**src/rtl/bridge_seq_pkg.sv**
```systemverilog
`timescale 1ns/1ps
package bridge_seq_pkg;
  typedef enum logic [2:0] {
    ST_LOCK, ST_PRE, ST_DEAD, ST_PAIR_A, ST_PAIR_B, ST_FAULT
  } seq_state_t;

  typedef enum logic [1:0] {GATE_OFF, GATE_PRE, GATE_A, GATE_B} gate_sel_t;

  // strobes from control to datapath
  typedef struct packed {
    logic      rampClear;
    logic      rampRun;
    logic      deadLoad;
    gate_sel_t gateSel;
  } seq_cmd_t;

  // status from datapath to control
  typedef struct packed {
    logic atLower;
    logic atUpper;
    logic deadDone;
  } ramp_stat_t;
endpackage

```
**src/rtl/bridge_seq_dp.sv**
```systemverilog
`timescale 1ns/1ps
module bridge_seq_dp
  import bridge_seq_pkg::*;
#(
  parameter int RAMP_W     = 8,
  parameter int LOWER_TH   = 20,
  parameter int UPPER_TH   = 40,
  parameter int DEAD_LONG  = 8,
  parameter int DEAD_SHORT = 4
) (
  input  logic       clk,
  input  logic       rst_n,
  input  logic       deadSel,
  input  seq_cmd_t   cmd,
  output ramp_stat_t stat,
  output logic [3:0] gateVec
);
  localparam int DEAD_MAX = (DEAD_LONG > DEAD_SHORT) ? DEAD_LONG : DEAD_SHORT;
  localparam int DEAD_W   = $clog2(DEAD_MAX + 1);
  localparam logic [RAMP_W-1:0] LOWER_C = RAMP_W'(LOWER_TH);
  localparam logic [RAMP_W-1:0] UPPER_C = RAMP_W'(UPPER_TH);
  localparam logic [DEAD_W-1:0] LOAD_LONG  = DEAD_W'(DEAD_LONG - 1);
  localparam logic [DEAD_W-1:0] LOAD_SHORT = DEAD_W'(DEAD_SHORT - 1);

  logic [RAMP_W-1:0] rampCnt, rampNext;
  logic              rising;
  logic [DEAD_W-1:0] deadCnt;
  logic [3:0]        gateDec;

  assign rampNext = rising ? rampCnt + RAMP_W'(1) : rampCnt - RAMP_W'(1);

  assign stat.atLower  = (rampNext == LOWER_C);
  assign stat.atUpper  = rising && (rampNext == UPPER_C);
  assign stat.deadDone = (deadCnt == '0);

  // ramp counter with direction flip at each threshold
  always_ff @(posedge clk or negedge rst_n) begin
    if (!rst_n) begin
      rampCnt <= '0;
      rising  <= 1'b1;
    end else if (cmd.rampClear) begin
      rampCnt <= '0;
      rising  <= 1'b1;
    end else if (cmd.rampRun) begin
      rampCnt <= rampNext;
      if (rising && rampNext == UPPER_C)       rising <= 1'b0;
      else if (!rising && rampNext == LOWER_C) rising <= 1'b1;
    end
  end

  // dead-time down-counter
  always_ff @(posedge clk or negedge rst_n) begin
    if (!rst_n)                deadCnt <= '0;
    else if (cmd.deadLoad)     deadCnt <= deadSel ? LOAD_SHORT : LOAD_LONG;
    else if (deadCnt != '0)    deadCnt <= deadCnt - DEAD_W'(1);
  end

  // gate pattern {highA, highB, lowA, lowB}
  always_comb begin
    unique case (cmd.gateSel)
      GATE_PRE: gateDec = 4'b0011;
      GATE_A:   gateDec = 4'b0110;
      GATE_B:   gateDec = 4'b1001;
      default:  gateDec = 4'b0000;
    endcase
  end

  for (genvar g = 0; g < 4; g++) begin : g_gate_reg
    always_ff @(posedge clk or negedge rst_n) begin
      if (!rst_n) gateVec[g] <= 1'b0;
      else        gateVec[g] <= gateDec[g];
    end
  end
endmodule

```
**src/rtl/bridge_seq_ctrl.sv**
```systemverilog
`timescale 1ns/1ps
module bridge_seq_ctrl
  import bridge_seq_pkg::*;
(
  input  logic       clk,
  input  logic       rst_n,
  input  logic       supplyAboveOn,
  input  logic       supplyBelowOff,
  input  logic       tripIn,
  input  logic       rampHold,
  input  ramp_stat_t stat,
  output seq_cmd_t   cmd
);
  seq_state_t state, stateNext;
  logic       pendB, pendBNext;

  always_ff @(posedge clk or negedge rst_n) begin
    if (!rst_n) begin
      state <= ST_LOCK;
      pendB <= 1'b0;
    end else begin
      state <= stateNext;
      pendB <= pendBNext;
    end
  end

  always_comb begin
    stateNext     = state;
    pendBNext     = pendB;
    cmd.rampClear = 1'b0;
    cmd.rampRun   = 1'b0;
    cmd.deadLoad  = 1'b0;
    unique case (state)
      ST_LOCK: begin
        if (supplyAboveOn && !supplyBelowOff) begin
          stateNext     = tripIn ? ST_FAULT : ST_PRE;
          cmd.rampClear = 1'b1;
        end
      end
      ST_FAULT: begin
        if (supplyBelowOff) stateNext = ST_LOCK;
      end
      default: begin
        if (supplyBelowOff) begin
          stateNext = ST_LOCK;
        end else if (tripIn) begin
          stateNext = ST_FAULT;
        end else if (rampHold) begin
          stateNext     = ST_PRE;
          cmd.rampClear = 1'b1;
        end else begin
          cmd.rampRun = 1'b1;
          unique case (state)
            ST_PRE: if (stat.atLower) begin
              stateNext = ST_DEAD; cmd.deadLoad = 1'b1; pendBNext = 1'b0;
            end
            ST_DEAD: if (stat.deadDone) begin
              stateNext = pendB ? ST_PAIR_B : ST_PAIR_A;
            end
            ST_PAIR_A: if (stat.atUpper) begin
              stateNext = ST_DEAD; cmd.deadLoad = 1'b1; pendBNext = 1'b1;
            end
            ST_PAIR_B: if (stat.atLower) begin
              stateNext = ST_DEAD; cmd.deadLoad = 1'b1; pendBNext = 1'b0;
            end
            default: stateNext = ST_LOCK;
          endcase
        end
      end
    endcase
    unique case (stateNext)
      ST_PRE:    cmd.gateSel = GATE_PRE;
      ST_PAIR_A: cmd.gateSel = GATE_A;
      ST_PAIR_B: cmd.gateSel = GATE_B;
      default:   cmd.gateSel = GATE_OFF;
    endcase
  end
endmodule

```
**src/rtl/bridge_sequencer.sv**
```systemverilog
`timescale 1ns/1ps
module bridge_sequencer
  import bridge_seq_pkg::*;
#(
  parameter int RAMP_W     = 8,
  parameter int LOWER_TH   = 20,
  parameter int UPPER_TH   = 40,
  parameter int DEAD_LONG  = 8,
  parameter int DEAD_SHORT = 4
) (
  input  logic clk,
  input  logic rst_n,
  input  logic supplyAboveOn,
  input  logic supplyBelowOff,
  input  logic tripIn,
  input  logic rampHold,
  input  logic deadSel,
  output logic gateHighA,
  output logic gateHighB,
  output logic gateLowA,
  output logic gateLowB
);
  seq_cmd_t   cmd;
  ramp_stat_t stat;
  logic [3:0] gateVec;

  bridge_seq_ctrl i_ctrl (
    .clk(clk), .rst_n(rst_n),
    .supplyAboveOn(supplyAboveOn), .supplyBelowOff(supplyBelowOff),
    .tripIn(tripIn), .rampHold(rampHold),
    .stat(stat), .cmd(cmd)
  );

  bridge_seq_dp #(
    .RAMP_W(RAMP_W), .LOWER_TH(LOWER_TH), .UPPER_TH(UPPER_TH),
    .DEAD_LONG(DEAD_LONG), .DEAD_SHORT(DEAD_SHORT)
  ) i_dp (
    .clk(clk), .rst_n(rst_n), .deadSel(deadSel),
    .cmd(cmd), .stat(stat), .gateVec(gateVec)
  );

  assign {gateHighA, gateHighB, gateLowA, gateLowB} = gateVec;
endmodule

```
**config.mk**
```make
export PLATFORM = sky130hd
export DESIGN_NAME = bridge_sequencer
export DESIGN_NICKNAME = d
export VERILOG_FILES = /design/src/rtl/bridge_seq_pkg.sv /design/src/rtl/bridge_seq_dp.sv /design/src/rtl/bridge_seq_ctrl.sv /design/src/rtl/bridge_sequencer.sv
export SDC_FILE = /design/constraint.sdc
export NUM_CORES = 1
export LEC_CHECK = 0
export BUFFER_PORTS_ARGS = -buffer_cell sky130_fd_sc_hd__buf_4
export CAP_MARGIN = 25
export CORE_ASPECT_RATIO = 1.75
export CORE_UTILIZATION = 35
export DETAILED_ROUTE_END_ITERATION = 8
export GPL_TIMING_DRIVEN = 0
export RECOVER_POWER = 50
export SETUP_SLACK_MARGIN = 0.5
export SYNTH_ARGS = -nofsm -noshare
export SYNTH_HDL_FRONTEND = slang
export SYNTH_SLANG_ARGS = --single-unit
```
**constraint.sdc**
```tcl
create_clock -name clk -period 3.9 [get_ports clk]
set_input_delay 0.195 -clock clk [delete_from_list [all_inputs] [get_ports clk]]
set_output_delay 0.195 -clock clk [all_outputs]
set_load 0.1 [all_outputs]
```
==> summary.txt <==
Logic synthesis
  – Top_reg_cell synth: dfrtp_1
  – Syn avg cell area: 9.21 µm²
  – Post-synth EDFFs: 0
  – Cells after Synth: 171
  – Post-Syn Area: 0.00158 mm²
  – Synth Net Count: 189
  – Synth warnings: 0
  – Netlist cell types: 57
  – Register area share after synthesis: 33.4%
  – Post-synthesis async set-or-reset flop share: 100%
  – Synth Register Bits: 21

Final layout
  – Diodes inserted: 0
  – Post-Layout Inst Area: 0.00194 mm²
  – Most frequent cells in the layout: dfrtp_1 (20), buf_4 (17), nor2_1 (10), a21oi_1 (10), nand2_1 (10)
  – Share of cells above drive strength 1: 22.7%
  – Area grow syn2layout: 23.1%
  – Most common library cell in the layout ignoring fill and taps: dfrtp_1
  – Final net count: 217

Worst setup path
  – Critical path required time: 4.06 ns
  – Arr. time, crit path: 3.54 ns
  – Slowest CP cell: dfstp_2
  – Kind of start point of the critical path: flop
  – Worst Setup Path Type: reg -> reg
  – CP endpoint kind: flop
  – Highest fanout seen on the critical path: 6
  – R2R depth: 13
  – Levels on crit path: 13
  – Buf/Inv on CP: 4
  – Critical path, cell by cell: clkinvlp_4 -> buf_6 -> ha_4 -> buf_6 -> a21o_1 -> a311o_1 -> o221ai_4 -> mux2i_4 -> nand2_2 -> o31a_4 -> mux2_4 -> ha_4 -> inv_2
  – Critical path's largest stage delay: 0.56 ns
  – Reg2Reg Setup Slack: 0.53 ns
  – CP top delay family: compound AO/OA/AOI/OAI gates

Global routing
  – Global Route Usage Sum: 17.2%
  – Initial antenna violation count: 0
  – First-pass GRT wire length: 6.25 mm
  – Vias in the first global route: 1,442
  – Grt total ovfl: 0
  – Largest net degree at the start of global routing: 22

Route
  – Routed vias/inst: 5.75
  – Pre-Repair DR Iteration Count: 4
  – Post-route DRC: 0
  – Routed WL per cell: 15.3 µm
  – Via count: 1,421
  – Final ANT Viol Nets: 0
  – DRT iter0 DRCs: 29
  – Routed wire length: 3.78 mm

Clocking
  – Clock Root Buffer: clkbuf_8
  – Worst-path clk slew: 0.08 ns
  – CTS tree: done
  – CTS Buffer Depth: 2
  – CTS Sinks: 21
  – Skew-Pair Late Insertion Delay: 0.26 ns
  – Num CTS Buffers: 3
  – CTS H-Tree Depth: 1

Pwr
  – Flop pwr share: 37.0%
  – NetSw: 0.000321 W
  – Leak Pwr: 0.878 nW
  – Int Pwr: 0.000476 W
  – Switching Fraction: 40.3%
  – Gate power share: 45.1%
  – Power density cells: 411 mW/mm²
  – VDD IR max: 0.274 mV
  – Clock share of power: 17.8%

Min path
  – Hold Path Stages: 2
  – HP Class: in -> reg

STA
  – Final setup viols: 0
  – Worst-margin pin slew: 1.22 ns
  – Worst relative slew slack: 18.9%
  – Setup_tns: 0 ns
  – Setup clock skew after layout: 0.00206 ns
  – Final Hold Vio Count: 0
  – Final Critical Period: 3.37 ns
  – Highest clock rate: 296 MHz
  – Unrepaired setup endpoints after global routing: true
  – Worst hold slack: 0.110 ns
  – Final Cycle Share: 86.5%
  – Final Max Tran Viols: 0

Floorplan
  – Die height: 90.8 µm
  – Row cnt: 31
  – # IOs: 11
  – CORE AREA: 0.00423 mm²
  – Starting Density: 37.3%
  – Die Footprint: 0.00478 mm²
  – Die Wd: 52.7 µm

Place
  – Port Buf Inserts: 10
  – DP HPWL: 2.89 mm
  – Routability cong.: 0.917
  – Placement-stage cell area: 0.00174 mm²

Outcome
  – Outcome: finished, final reports clean

Run
  – Maximum capacitance violations: 0
worst register-to-register path, delay by kind of cell, from the launching register on:
kind	cells	cell delay, ns
fa+ha+maj	2	0.47
compound gates	4	1.14
mux	2	0.64
buf+inv	4	0.37
flops	1	0.56
simple gates	1	0.09
flip-flops by register name (all words and copies together) (netlist names):
register / count
i_ctrl.pendB: 1
i_dp.gateVec: 4
i_ctrl.state: 3
i_dp.deadCnt: 4
i_dp.rising: 1
i_dp.rampCnt: 8
final timing paths:
kind | from | to
worst max-delay path | i_dp.rising | i_dp.gateVec[1]
worst min-delay path | deadSel | i_dp.deadCnt[2]
worst max register to register | i_dp.rising | i_dp.gateVec[1]
worst min register to register | i_dp.rampCnt[7] | i_dp.rampCnt[7]
max in group asynchronous | rst_n | i_ctrl.pendB
min in group asynchronous | rst_n | i_dp.rampCnt[0]
power by group through the flow:
stage	clock network (W)	registers, W	logic [W]
final	0.000142	0.000295	0.000360
after global placement	0	0.000295	0.000324
after floorplan	0	0.000349	0.000208
after detailed placement	0	0.000299	0.000339
after global routing	0.000155	0.000303	0.000401
after CTS	0.000147	0.000294	0.000345
logic make-up after synthesis:
family                     Yosys count  synth area share, %
muxes                                5                 4.05
and+or+nand+nor                     64                 22.5
AOI/OAI and AO/OA                   51                 24.1
adders and majority gates           11                 9.21
xor gates and xnor gates             5                 2.78
DFF                                 21                 33.4
buffers and inverters               14                 3.89
layer usage:
layer / track usage, % / vias up / share of wire (%) / wire [µm]
met1: 17.2 / 683 / 38 / 1420
met3: 1.35 / 14 / 2.1 / 80
li1: - / 688 / - / -
met5: 0 / - / 0 / 0
met2: 32.7 / 36 / 57 / 2150
met4: 8.33 / 0 / 3.4 / 127
cell usage after synthesis (all sizes together) (4+ instances only):
cell type | count | area (µm²)
dfrtp | 20 | 500
nand2 | 11 | 41.3
nor2 | 11 | 43.8
a21oi | 10 | 50.1
ha | 10 | 125
inv | 10 | 37.5
o21ai | 9 | 45.0
nand3 | 7 | 35.0
nor3 | 5 | 25.0
a211oi | 4 | 42.5
nand2b | 4 | 32.5
nor2b | 4 | 25.0
nor3b | 4 | 30.0
xnor2 | 4 | 35.0
what timing repair did:
action | CTS | global route
endpoints found under the setup margin | 3 | 1
hold endpoints to repair | 20 | 0
buffers inserted | 6 | 6
gates resized for setup | 6 | 5
pin swaps | 4 | 7
hold buffers | 1 | 0
through the flow:
stage	instances	worst slack (ns)	total power, W	util, %
floorplan	171	0.548	0.000557	-
global placement	230	0.224	0.000618	41.2
detailed placement	230	0.176	0.000637	41.2
CTS	241	0.548	0.000786	44.3
global route	247	0.424	0.000859	45.9
finish	247	0.526	0.000798	45.9
cell type report:
cell class / count / area, µm²
multi-input combinational: 136 / 1070
timing repair buffer: 23 / 173
clock inverter: 1 / 5.00
buffer: 4 / 23.8
fill: 403 / 2290
tap: 49 / 61.3
inverter: 10 / 41.3
sequential: 21 / 527
clock buffer: 3 / 41.3
Note: power is estimated with default switching activity, not from simulation.
